[src/rtl/pfw_pkg.sv]
package pfw_pkg;
  localparam int THR_W = 4;
  localparam int CFG_W = THR_W + 1;

  // bit 0 enable, bits 4:1 threshold code
  typedef struct packed {
    logic [THR_W-1:0] thr;
    logic             en;
  } cfg_t;
endpackage

[src/rtl/pfw_cfg_reg.sv]
module pfw_cfg_reg
  import pfw_pkg::*;
(
  input  logic             clk_i,
  input  logic             rst_ni,
  input  logic             cfg_we_i,
  input  logic [CFG_W-1:0] cfg_wdata_i,
  input  logic             inten_set_i,
  input  logic             inten_clr_i,
  output cfg_t             cfg_o,
  output logic             inten_o
);
  always_ff @(posedge clk_i or negedge rst_ni) begin
    if (!rst_ni) begin
      cfg_o   <= '0;
      inten_o <= 1'b0;
    end else begin
      if (cfg_we_i) cfg_o <= cfg_t'(cfg_wdata_i);
      if (inten_clr_i)      inten_o <= 1'b0;
      else if (inten_set_i) inten_o <= 1'b1;
    end
  end
endmodule

[src/rtl/pfw_cmp.sv]
module pfw_cmp
  import pfw_pkg::*;
#(
  parameter int VW       = 9,
  parameter int HYST     = 5,
  parameter int THR_BASE = 170,
  parameter int THR_STEP = 10,
  parameter int THR_LO   = 4,
  parameter int THR_HI   = 10
) (
  input  logic             clk_i,
  input  logic             rst_ni,
  input  logic             active_i,
  input  logic [THR_W-1:0] thr_i,
  input  logic [VW-1:0]    vsup_i,
  output logic [VW-1:0]    thr_lvl_o,
  output logic             below_o,
  output logic             enter_o
);
  logic [THR_W-1:0] thr_sel;
  logic [VW:0]      rel_lvl;
  logic             below_d;

  always_comb begin
    if (thr_i < THR_W'(THR_LO))      thr_sel = THR_W'(THR_LO);
    else if (thr_i > THR_W'(THR_HI)) thr_sel = THR_W'(THR_HI);
    else                             thr_sel = thr_i;
    thr_lvl_o = VW'(THR_BASE + THR_STEP * (int'(thr_sel) - THR_LO));
  end

  assign rel_lvl = {1'b0, thr_lvl_o} + (VW+1)'(HYST);

  // sleeping comparator forgets its state, so wake-up counts as entry
  always_comb begin
    if (!active_i)    below_d = 1'b0;
    else if (below_o) below_d = ({1'b0, vsup_i} <= rel_lvl);
    else              below_d = (vsup_i < thr_lvl_o);
  end

  assign enter_o = below_d & ~below_o;

  always_ff @(posedge clk_i or negedge rst_ni) begin
    if (!rst_ni) below_o <= 1'b0;
    else         below_o <= below_d;
  end
endmodule

[src/rtl/pfw_evt.sv]
module pfw_evt (
  input  logic clk_i,
  input  logic rst_ni,
  input  logic enter_i,
  input  logic clr_i,
  input  logic inten_i,
  output logic evt_o,
  output logic irq_o
);
  always_ff @(posedge clk_i or negedge rst_ni) begin
    if (!rst_ni)      evt_o <= 1'b0;
    else if (enter_i) evt_o <= 1'b1;
    else if (clr_i)   evt_o <= 1'b0;
  end

  assign irq_o = evt_o & inten_i;
endmodule

[src/rtl/pfw_warn.sv]
module pfw_warn
  import pfw_pkg::*;
#(
  parameter int VW       = 9,
  parameter int HYST     = 5,
  parameter int THR_BASE = 170,
  parameter int THR_STEP = 10,
  parameter int THR_LO   = 4,
  parameter int THR_HI   = 10
) (
  input  logic             clk_i,
  input  logic             rst_ni,
  input  logic [VW-1:0]    vsup_i,
  input  logic             hfclk_on_i,
  input  logic             sys_on_i,
  input  logic             cfg_we_i,
  input  logic [CFG_W-1:0] cfg_wdata_i,
  input  logic             evt_clr_i,
  input  logic             inten_set_i,
  input  logic             inten_clr_i,
  output logic             evt_o,
  output logic             inten_o,
  output logic             irq_o,
  output logic             wr_inhibit_o
);
  cfg_t          cfg_q;
  logic          cfg_en;
  logic          active;
  logic          below_q;
  logic          enter;
  logic [VW-1:0] thr_lvl;

  pfw_cfg_reg u_cfg (
    .clk_i       (clk_i),
    .rst_ni      (rst_ni),
    .cfg_we_i    (cfg_we_i),
    .cfg_wdata_i (cfg_wdata_i),
    .inten_set_i (inten_set_i),
    .inten_clr_i (inten_clr_i),
    .cfg_o       (cfg_q),
    .inten_o     (inten_o)
  );

  assign cfg_en = cfg_q.en;
  assign active = cfg_en & hfclk_on_i & sys_on_i;

  pfw_cmp #(
    .VW(VW), .HYST(HYST), .THR_BASE(THR_BASE),
    .THR_STEP(THR_STEP), .THR_LO(THR_LO), .THR_HI(THR_HI)
  ) u_cmp (
    .clk_i     (clk_i),
    .rst_ni    (rst_ni),
    .active_i  (active),
    .thr_i     (cfg_q.thr),
    .vsup_i    (vsup_i),
    .thr_lvl_o (thr_lvl),
    .below_o   (below_q),
    .enter_o   (enter)
  );

  pfw_evt u_evt (
    .clk_i   (clk_i),
    .rst_ni  (rst_ni),
    .enter_i (enter),
    .clr_i   (evt_clr_i),
    .inten_i (inten_o),
    .evt_o   (evt_o),
    .irq_o   (irq_o)
  );

  assign wr_inhibit_o = below_q & active;
endmodule

[config.mk]
export PLATFORM = sky130hd
export DESIGN_NAME = pfw_warn
export DESIGN_NICKNAME = d
export VERILOG_FILES = /design/src/rtl/pfw_pkg.sv /design/src/rtl/pfw_cfg_reg.sv /design/src/rtl/pfw_cmp.sv /design/src/rtl/pfw_evt.sv /design/src/rtl/pfw_warn.sv
export SDC_FILE = /design/constraint.sdc
export NUM_CORES = 1
export LEC_CHECK = 0
export CORE_ASPECT_RATIO = 1.75
export CORE_UTILIZATION = 45
export CTS_CLUSTER_DIAMETER = 60
export DETAILED_ROUTE_END_ITERATION = 12
export DONT_BUFFER_PORTS = 1
export GPL_TIMING_DRIVEN = 0
export HOLD_SLACK_MARGIN = 0.08
export SYNTH_ARGS = -nofsm -noshare
export SYNTH_HDL_FRONTEND = slang
export SYNTH_SLANG_ARGS = --single-unit
[constraint.sdc]
create_clock -name clk_i -period 3.85 [get_ports clk_i]
set_input_delay 0.1925 -clock clk_i [delete_from_list [all_inputs] [get_ports clk_i]]
set_output_delay 0.1925 -clock clk_i [all_outputs]
set_load 0.02 [all_outputs]
* After elaboration in Yosys (flattened, before gate mapping)
Index checks and enable logic that the tools add are counted.
** Word-level totals
- Bits in registers :: 8
- Output and inout port bits :: 4
- Logic and storage cells :: 29
** Cells by class
- Add/subtract/negate cells :: 3
- Multipliers :: 1
- Order comparisons :: 4
- Muxes and demuxes :: 8
- Bitwise operators :: 6
- Reduce and logical (&&, ||, !) cells :: 2
** Operator list (number)
- $mul 4x32->8 const A :: 1
- $add 9x3->10 const B :: 1
- $le 9x10->1 :: 1
- $add 9x9->9 const A :: 1
- $lt 9x9->1 :: 1
- $mux 4 :: 2
- $mux 1 :: 6
- $and 1x1->1 :: 5
- $sub 4x3->5 const B :: 1
- $gt 4x4->1 const B :: 1
- $lt 4x3->1 const B :: 1
- $reduce_bool 2->1 :: 2
- $not 1->1 :: 1

* Depth between registers and ports, before layout
Gate-level depths: netlist of the first run.
- Depth in word-level cells :: 12
- Mapped depth :: 16
- Mapped depth without buffers :: 16

* Cells and area by module
From an unflattened synthesis of the first run, not the netlist that was laid out.
** Second synthesis, totals
- Cells, all modules :: 136
- Area total of the unflattened synthesis :: 1252.5 sq um
** Modules (own cells, without submodules)
- pfw_cmp :: instances 1, cells an instance 118, area an instance 977.2 sq um
- pfw_cfg_reg :: instances 1, cells an instance 12, area an instance 216.5 sq um
- pfw_evt :: instances 1, cells an instance 4, area an instance 42.5 sq um
- pfw_warn :: instances 1, cells an instance 2, area an instance 16.3 sq um

* Worst setup path after synthesis of the first run
Ideal clock, no wire load.
- Path type :: register to register
- Start point :: register u_cfg.cfg_o[4] (netlist bit)
- End point :: register u_cmp.below_o
- Data arrival time :: 3439 ps
- Required time :: 3771 ps
- Path slack :: 332 ps
- Stages on the path, launching flop included :: 13
- Path through :: dfrtp_1 maj3_1 fa_1 ha_1 fa_1 xnor2_4 a21oi_1 xnor2_1 xnor2_1 ha_1 a211o_1 a31oi_1 a2bb2oi_1
** On the way
- Word-level cells in the longest chain between the ends :: 10
** Ends and longest elaborated chain
- start, declared :: line pfw_cfg_reg.sv:10 : output cfg_t cfg_o,
- start signal, assigned :: line pfw_cfg_reg.sv:18 : if (cfg_we_i) cfg_o <= cfg_t'(cfg_wdata_i);
- $gt 4x4->1 :: line pfw_cmp.sv:26 : else if (thr_i > THR_W'(THR_HI)) thr_sel = THR_W'(THR_HI);
- $mux 4 :: line pfw_cmp.sv:26
- $mux 4 * :: line pfw_cmp.sv:25 : if (thr_i < THR_W'(THR_LO)) thr_sel = THR_W'(THR_LO);
- $sub 4x3->5 * :: line pfw_cmp.sv:28 : thr_lvl_o = VW'(THR_BASE + THR_STEP * (int'(thr_sel) - THR_LO));
- $mul 4x32->8 * :: line pfw_cmp.sv:28
- $add 9x9->9 * :: line pfw_cmp.sv:28
- $add 9x3->10 :: line pfw_cmp.sv:31 : assign rel_lvl = {1'b0, thr_lvl_o} + (VW+1)'(HYST);
- $le 9x10->1 :: line pfw_cmp.sv:36 : else if (below_o) below_d = ({1'b0, vsup_i} <= rel_lvl);
- $mux 1 * :: line pfw_cmp.sv:36
- $mux 1 * :: line pfw_cmp.sv:35 : if (!active_i) below_d = 1'b0;
- named net u_cmp.below_d :: line pfw_cmp.sv:22 : logic below_d;
- end signal, assigned :: line pfw_cmp.sv:44 : else below_o <= below_d;
- end, declared :: line pfw_cmp.sv:17 : output logic below_o,
Mark *: on every way through the listed nets, which the timed path passes. The rest lies on a longest branch.
A chain may end at the register's enable or synchronous reset.

* Final worst setup path of the first run
Ends and elaborated chain as after synthesis.

==> flow_summary.json, run 1 <==
{
  "wl_per_cell_um": 14.36,
  "fillers": 206,
  "min_from": "cfg_we_i",
  "hold_end": "u_cfg.cfg_o[0]$_DFFE_PN0P_",
  "grt_usage": 0.2046,
  "power.internal_uw": 316.9,
  "dpl.hpwl_um": 1755,
  "vias": 822,
  "worstMarginPinSlew_ns": 0.5054,
  "ir_worst_vdd_mv": 0.2371,
  "ys_ff_latch": 8,
  "yosys.cell_types.count": 34,
  "cp_max_fo": 6,
  "p_per_area_mw_per_mm2": 464.1,
  "place_area_mm2": 0.001084,
  "fin_util": 0.5723,
  "fin_crit_sh": 0.9431,
  "clock.fmax_ghz": 0.2754,
  "total_power_uw": 570.3,
  "slowest_stage": "fa_2",
  "end_kind": "flop",
  "switching_share": 0.4443,
  "crit_chain": "maj3_2 -> fa_1 -> ha_1 -> fa_2 -> inv_1 -> a21oi_2 -> xnor2_2 -> a31oi_1 -> ha_1 -> and4_1 -> nand3_1 -> o221ai_1 -> a2bb2oi_1",
  "viasPerCell": 5.517,
  "clockPowerShare": 0.119,
  "r2r_cells": 13,
  "slowest_delay_ns": 0.61,
  "maxSlewViolCount": 0,
  "start_util": 0.4907,
  "period_needed_ns": 3.631,
  "io_buffers": 0,
  "layout_commonest_cell": "ha_1",
  "synthCells": 112,
  "grt_overflow_total": 0,
  "fin_skew_ns": 0.006448,
  "grt_pass1_vias": 911,
  "setup_ws_ns": 0.2190,
  "grt_first_pass_wirelength_um": 3601,
  "ff2ff_setup_slack_ns": 0.22,
  "rsz0062_at_grt": "no",
  "drtAntennaViolNets": 0,
  "slew_headroom": 0.6595,
  "fp-row-count": 22,
  "arrival_ns": 3.82,
  "design_area_mm2": 0.001229,
  "drt-initial-drc-count": 5,
  "clock-sinks": 8,
  "core_mm2": 0.002147,
  "critical_path_class": "reg -> reg",
  "io_pins": 26,
  "most-common-layout-cells": "ha_1 (23), inv_1 (13), dlygate4sd3_1 (10)",
  "die-width_um": 38.58,
  "drt-total-wl_um": 2139,
  "whs_path_depth": 1,
  "nNetsFinal": 174,
  "die_area_mm2": 0.002546,
  "dieHeight_um": 66.01,
  "cts_tree": "yes",
  "setup_viol": 0,
  "reg2reg_to": "u_cmp.below_o$_DFF_PN0_",
  "p_sw_uw": 253.4,
  "synth.cell_area_mm2": 0.001054,
  "crit_top_cell": "ha_1",
  "place_ws_ns": -0.006729,
  "hold_viol_final": 0,
  "cts_made_buffers": 3,
  "insertion_delay_ns": 0.27,
  "drive_gt1_frac": 0.1600,
  "syn_avg_cell_area_um2": 9.406,
  "syn_nets": 159,
  "syn_to_final_growth_pct": 16.63,
  "ys_warn_count": 0,
  "holdCritPathClass": "in -> reg",
  "globalplace.congestion": 0.7210,
  "power_leakage_nw": 0.5894,
  "cts_buffer_depth": 2,
  "drc_errors": 0,
  "hold_ws_ns": 0.08204,
  "p_seq_frac": 0.181,
  "status": "complete, no violations",
  "seq_area_frac_synth": 0.1900,
  "diodes": 0,
  "antenna_found_initial": 0,
  "path_clk_slew_ns": 0.05,
  "dr.pass1.iters": 4,
  "cts_setup_buffers": 0,
  "maxCapViolCount": 0,
  "grt_max_degree": 9,
  "rr_startpoint": "u_cfg.cfg_o[4]$_DFFE_PN0P_",
  "crit_path_start_kind": "flop",
  "p_comb_frac": 0.700,
  "cp.required_ns": 4.04,
  "cts_root_buf": "clkbuf_4",
  "cts_max_level": 1
}
-- Yosys cell counts (all sizes together) --
cell      n  area share
a41o      1      0.0095
dfrtp     8        0.19
nor3      4       0.019
nand2     3       0.011
maj3      1      0.0095
and2b     1      0.0071
xnor2    10        0.11
o22ai     1      0.0059
fa        2       0.038
nand3     4       0.019
buf       2      0.0095
o32ai     1      0.0083
a21oi     6       0.039
a2bb2oi   1      0.0083
nor2      5       0.018
nand4     2       0.012
nor4      2       0.012
and4b     1       0.013
a211o     1      0.0083
ha       23        0.27
and4      1      0.0083
mux2      4       0.043
and2      1      0.0059
nand2b    1      0.0059
or2       1      0.0083
o21ai     7       0.033
o221ai    1      0.0083
a31oi     2       0.012
a21o      1      0.0071
inv      14       0.050
-- state kept, by name (all words and copies together) (netlist names) --
name / count
u_evt.evt_o: 1
u_cfg.inten_o: 1
u_cmp.below_o: 1
u_cfg.cfg_o: 5
-- timing repair --
item / in CTS / in global routing
gates resized for setup: 1 / 4
hold endpoints to repair: 15 / 0
setup endpoints to repair: 1 / 2
hold buffers: 10 / 0
-- per-layer routing --
metal,up-vias,share of wire,GRT usage
li1,431,-,-
met5,-,0,0
met4,0,0.020,0.1034
met1,366,0.34,0.1699
met2,21,0.60,0.4146
met3,4,0.038,0.02357
-- power by group through the flow --
stage	clock network (mW)	logic [mW]	registers (mW)
2_1_floorplan	0	0.308	0.102
3_3_place_gp	0	0.371	0.104
3_5_place_dp	0	0.377	0.105
4_1_cts	0.0667	0.395	0.103
5_1_grt	0.0710	0.455	0.105
6_report	0.0676	0.399	0.103
-- logic make-up (layout without fill, tap and decap cells) --
group | count (synthesis) | after routing | share of synthesized area
compound gates | 22 | 22 | 0.1402
simple gates | 26 | 26 | 0.1390
xor+xnor | 10 | 10 | 0.1081
fa+ha+maj | 26 | 26 | 0.3207
flops | 8 | 8 | 0.1900
buf+inv | 16 | 29 | 0.05938
mux | 4 | 4 | 0.04275
-- critical path: cells and delay by family (launching register included) --
family / cells / cell delay [ns]
adder cells (fa/ha/maj): 5 / 1.95
AO/OA/AOI/OAI: 4 / 0.64
flip-flops: 1 / 0.42
AND/OR/NAND/NOR: 2 / 0.25
XOR/XNOR: 1 / 0.16
buffers and inverters: 1 / 0.11
-- per-stage QoR --
stage               cells  setup TNS [ns]
global route          149               0
CTS                   149               0
finish                149               0
detailed placement    136       -0.006729
global placement      136               0
floorplan             112               0
-- how the worst max path moves through the flow --
stage	start	to	slack, ns	cells past startpoint
3_3_place_gp	u_cfg.cfg_o[4]$_DFFE_PN0P_	u_cmp.below_o$_DFF_PN0_	0.03	12
5_1_grt	u_cfg.cfg_o[4]$_DFFE_PN0P_	u_cmp.below_o$_DFF_PN0_	0.04	12
6_report	u_cfg.cfg_o[4]$_DFFE_PN0P_	u_cmp.below_o$_DFF_PN0_	0.22	13
3_5_place_dp	u_cfg.cfg_o[4]$_DFFE_PN0P_	u_cmp.below_o$_DFF_PN0_	-0.007	13
4_1_cts	u_cfg.cfg_o[4]$_DFFE_PN0P_	u_cmp.below_o$_DFF_PN0_	0.02	12
2_1_floorplan	u_cfg.cfg_o[4]$_DFFE_PN0P_	u_cmp.below_o$_DFF_PN0_	0.33	12
-- layout make-up --
class / count / area, um^2 / area share
multi-input combinational: 88 / 813.3 / 0.6619
sequential: 8 / 200.2 / 0.1629
timing repair buffer: 10 / 100.1 / 0.08147
inverter: 14 / 52.55 / 0.04277
tap: 24 / 30.03 / 0.02444
clock buffer: 3 / 22.52 / 0.01833
buffer: 2 / 10.01 / 0.008147
Power figures use the tool's default switching activity.
==> run 2: changes to the inputs <==
--- a/config.mk
+++ b/config.mk
@@ -10,7 +10,7 @@
 export CTS_CLUSTER_DIAMETER = 60
 export DETAILED_ROUTE_END_ITERATION = 12
 export DONT_BUFFER_PORTS = 1
-export GPL_TIMING_DRIVEN = 0
+export GPL_TIMING_DRIVEN = 1
 export HOLD_SLACK_MARGIN = 0.08
 export SYNTH_ARGS = -nofsm -noshare
 export SYNTH_HDL_FRONTEND = slang
==> constraint.sdc (replaced) <==
create_clock -name clk_i -period 3.2 [get_ports clk_i]
set_input_delay 0.16 -clock clk_i [delete_from_list [all_inputs] [get_ports clk_i]]
set_output_delay 0.16 -clock clk_i [all_outputs]
set_load 0.02 [all_outputs]
==> flow_summary.json, run 2 (same netlist as run 1, synthesis figures left out) <==
{
  "status": "finished with violations",
  "violations": "negative setup slack",
  "grt_usage": 0.2302,
  "setup_ws_ns": -0.3612,
  "cts_buffer_depth": 2,
  "io_buffers": 0,
  "path_clk_slew_ns": 0.05,
  "clock.fmax_ghz": 0.2808,
  "wl_per_cell_um": 15.08,
  "globalplace.congestion": 0.7937,
  "stdcell_count": 173,
  "design_area_mm2": 0.001495,
  "clock-sinks": 8,
  "worstMarginPinSlew_ns": 0.6636,
  "vias": 952,
  "slew_headroom": 0.5530,
  "holdCritPathClass": "in -> reg",
  "grt_pass1_vias": 1066,
  "most-common-layout-cells": "buf_4 (25), ha_1 (22), inv_1 (12)",
  "drt-total-wl_um": 2608,
  "p_comb_frac": 0.775,
  "crit_path_start_kind": "flop",
  "insertion_delay_ns": 0.25,
  "cts_root_buf": "clkbuf_4",
  "power.internal_uw": 512.6,
  "grt_overflow_total": 0,
  "drtAntennaViolNets": 0,
  "viasPerCell": 5.503,
  "grt_first_pass_wirelength_um": 4105,
  "fin_crit_sh": 1.113,
  "total_power_uw": 881.1,
  "nNetsFinal": 198,
  "fp-row-count": 22,
  "period_needed_ns": 3.561,
  "drt-initial-drc-count": 10,
  "end_kind": "flop",
  "p_seq_frac": 0.140,
  "drc_errors": 0,
  "diodes": 0,
  "dieHeight_um": 66.01,
  "rsz0062_at_grt": "yes",
  "dr.pass1.iters": 3,
  "core_mm2": 0.002147,
  "layout_commonest_cell": "buf_4",
  "setup_viol": 2,
  "cts_max_level": 1,
  "cp_max_fo": 4,
  "switching_share": 0.4183,
  "drive_gt1_frac": 0.3624,
  "numPlacedInstances": 155,
  "ir_worst_vdd_mv": 0.3084,
  "clockPowerShare": 0.085,
  "power_leakage_nw": 0.7211,
  "arrival_ns": 3.74,
  "grt_max_degree": 9,
  "maxCapViolCount": 0,
  "hold_viol_final": 0,
  "start_util": 0.4907,
  "maxSlewViolCount": 0,
  "cts_made_buffers": 3,
  "cp.required_ns": 3.38,
  "p_per_area_mw_per_mm2": 589.3,
  "place_ws_ns": -0.4041,
  "cts_tree": "yes",
  "syn_to_final_growth_pct": 41.92,
  "io_pins": 26,
  "fin_skew_ns": 0.005083,
  "die-width_um": 38.58,
  "place_area_mm2": 0.001249,
  "critical_path_class": "reg -> reg",
  "dpl.hpwl_um": 1967,
  "die_area_mm2": 0.002546,
  "antenna_found_initial": 0,
  "p_sw_uw": 368.6,
  "regMostFlops": "u_cfg.cfg_o",
  "largest_register_ffs": 5
}
[run 2: final cells by class]
class	count	area [um^2]
fill	173	651.9
clock buffer	3	22.52
timing repair buffer	36	299.0
multi-input combinational	88	890.9
inverter	14	52.55
tap	24	30.03
sequential	8	200.2
[run 2: per-stage QoR]
step	hold slack (ns)	util	setup TNS, ns
finish	0.09841	0.6964	-0.6234
global route	0.09877	0.6964	-0.8873
CTS	0.09184	0.6585	-0.4751
detailed placement	-0.1354	0.5816	-0.6147
global placement	-0.1354	0.5816	-0.5009
floorplan	-0.1356	-	-0.1895
[run 2: final timing paths]
kind	startpoint	endpoint	slack, ns	cells after the start
max	u_cfg.cfg_o[4]$_DFFE_PN0P_	u_cmp.below_o$_DFF_PN0_	-0.36	13
min	hfclk_on_i	u_cmp.below_o$_DFF_PN0_	0.1	2
max reg2reg	u_cfg.cfg_o[4]$_DFFE_PN0P_	u_cmp.below_o$_DFF_PN0_	-0.36	13
min reg2reg	u_cmp.below_o$_DFF_PN0_	u_evt.evt_o$_DFFE_PN0P_	0.50	1
max in group asynchronous	rst_ni	u_evt.evt_o$_DFFE_PN0P_	2.64	1
min in group asynchronous	rst_ni	u_cfg.cfg_o[2]$_DFFE_PN0P_	0.27	1
[run 2: critical path: stages (launching register included)]
cell,delay (ns)
dfrtp_1,0.40
maj3_2,0.34
fa_1,0.47
ha_2,0.20
fa_2,0.61
inv_2,0.09
xnor2_2,0.15
buf_4,0.16
nand3_2,0.10
xnor2_1,0.14
ha_1,0.18
a211o_1,0.29
a31oi_1,0.21
a2bb2oi_2,0.14
[run 2: per-layer routing]
metal | vias to the layer above | track usage | wire length [um]
met4 | 0 | 0.08621 | 31
met5 | - | 0 | 0
li1 | 475 | - | -
met1 | 457 | 0.1627 | 828
met3 | 2 | 0.03704 | 71
met2 | 18 | 0.5021 | 1677
[run 2: timing repair]
item,CTS,global route
endpoints found under the hold margin,15,0
pin swaps,8,10
buffers inserted,2,4
setup endpoints to repair,2,2
hold buffers,10,0
resized for setup,4,10
[run 2: power by group through the flow]
| stage | sequential, mW | combinational [mW] | clock [mW] |
|---|---|---|---|
| global placement | 0.125 | 0.563 | 0 |
| detailed placement | 0.125 | 0.574 | 0 |
| CTS | 0.123 | 0.618 | 0.0770 |
| global route | 0.124 | 0.754 | 0.0836 |
| floorplan | 0.123 | 0.383 | 0 |
| finish | 0.123 | 0.683 | 0.0750 |
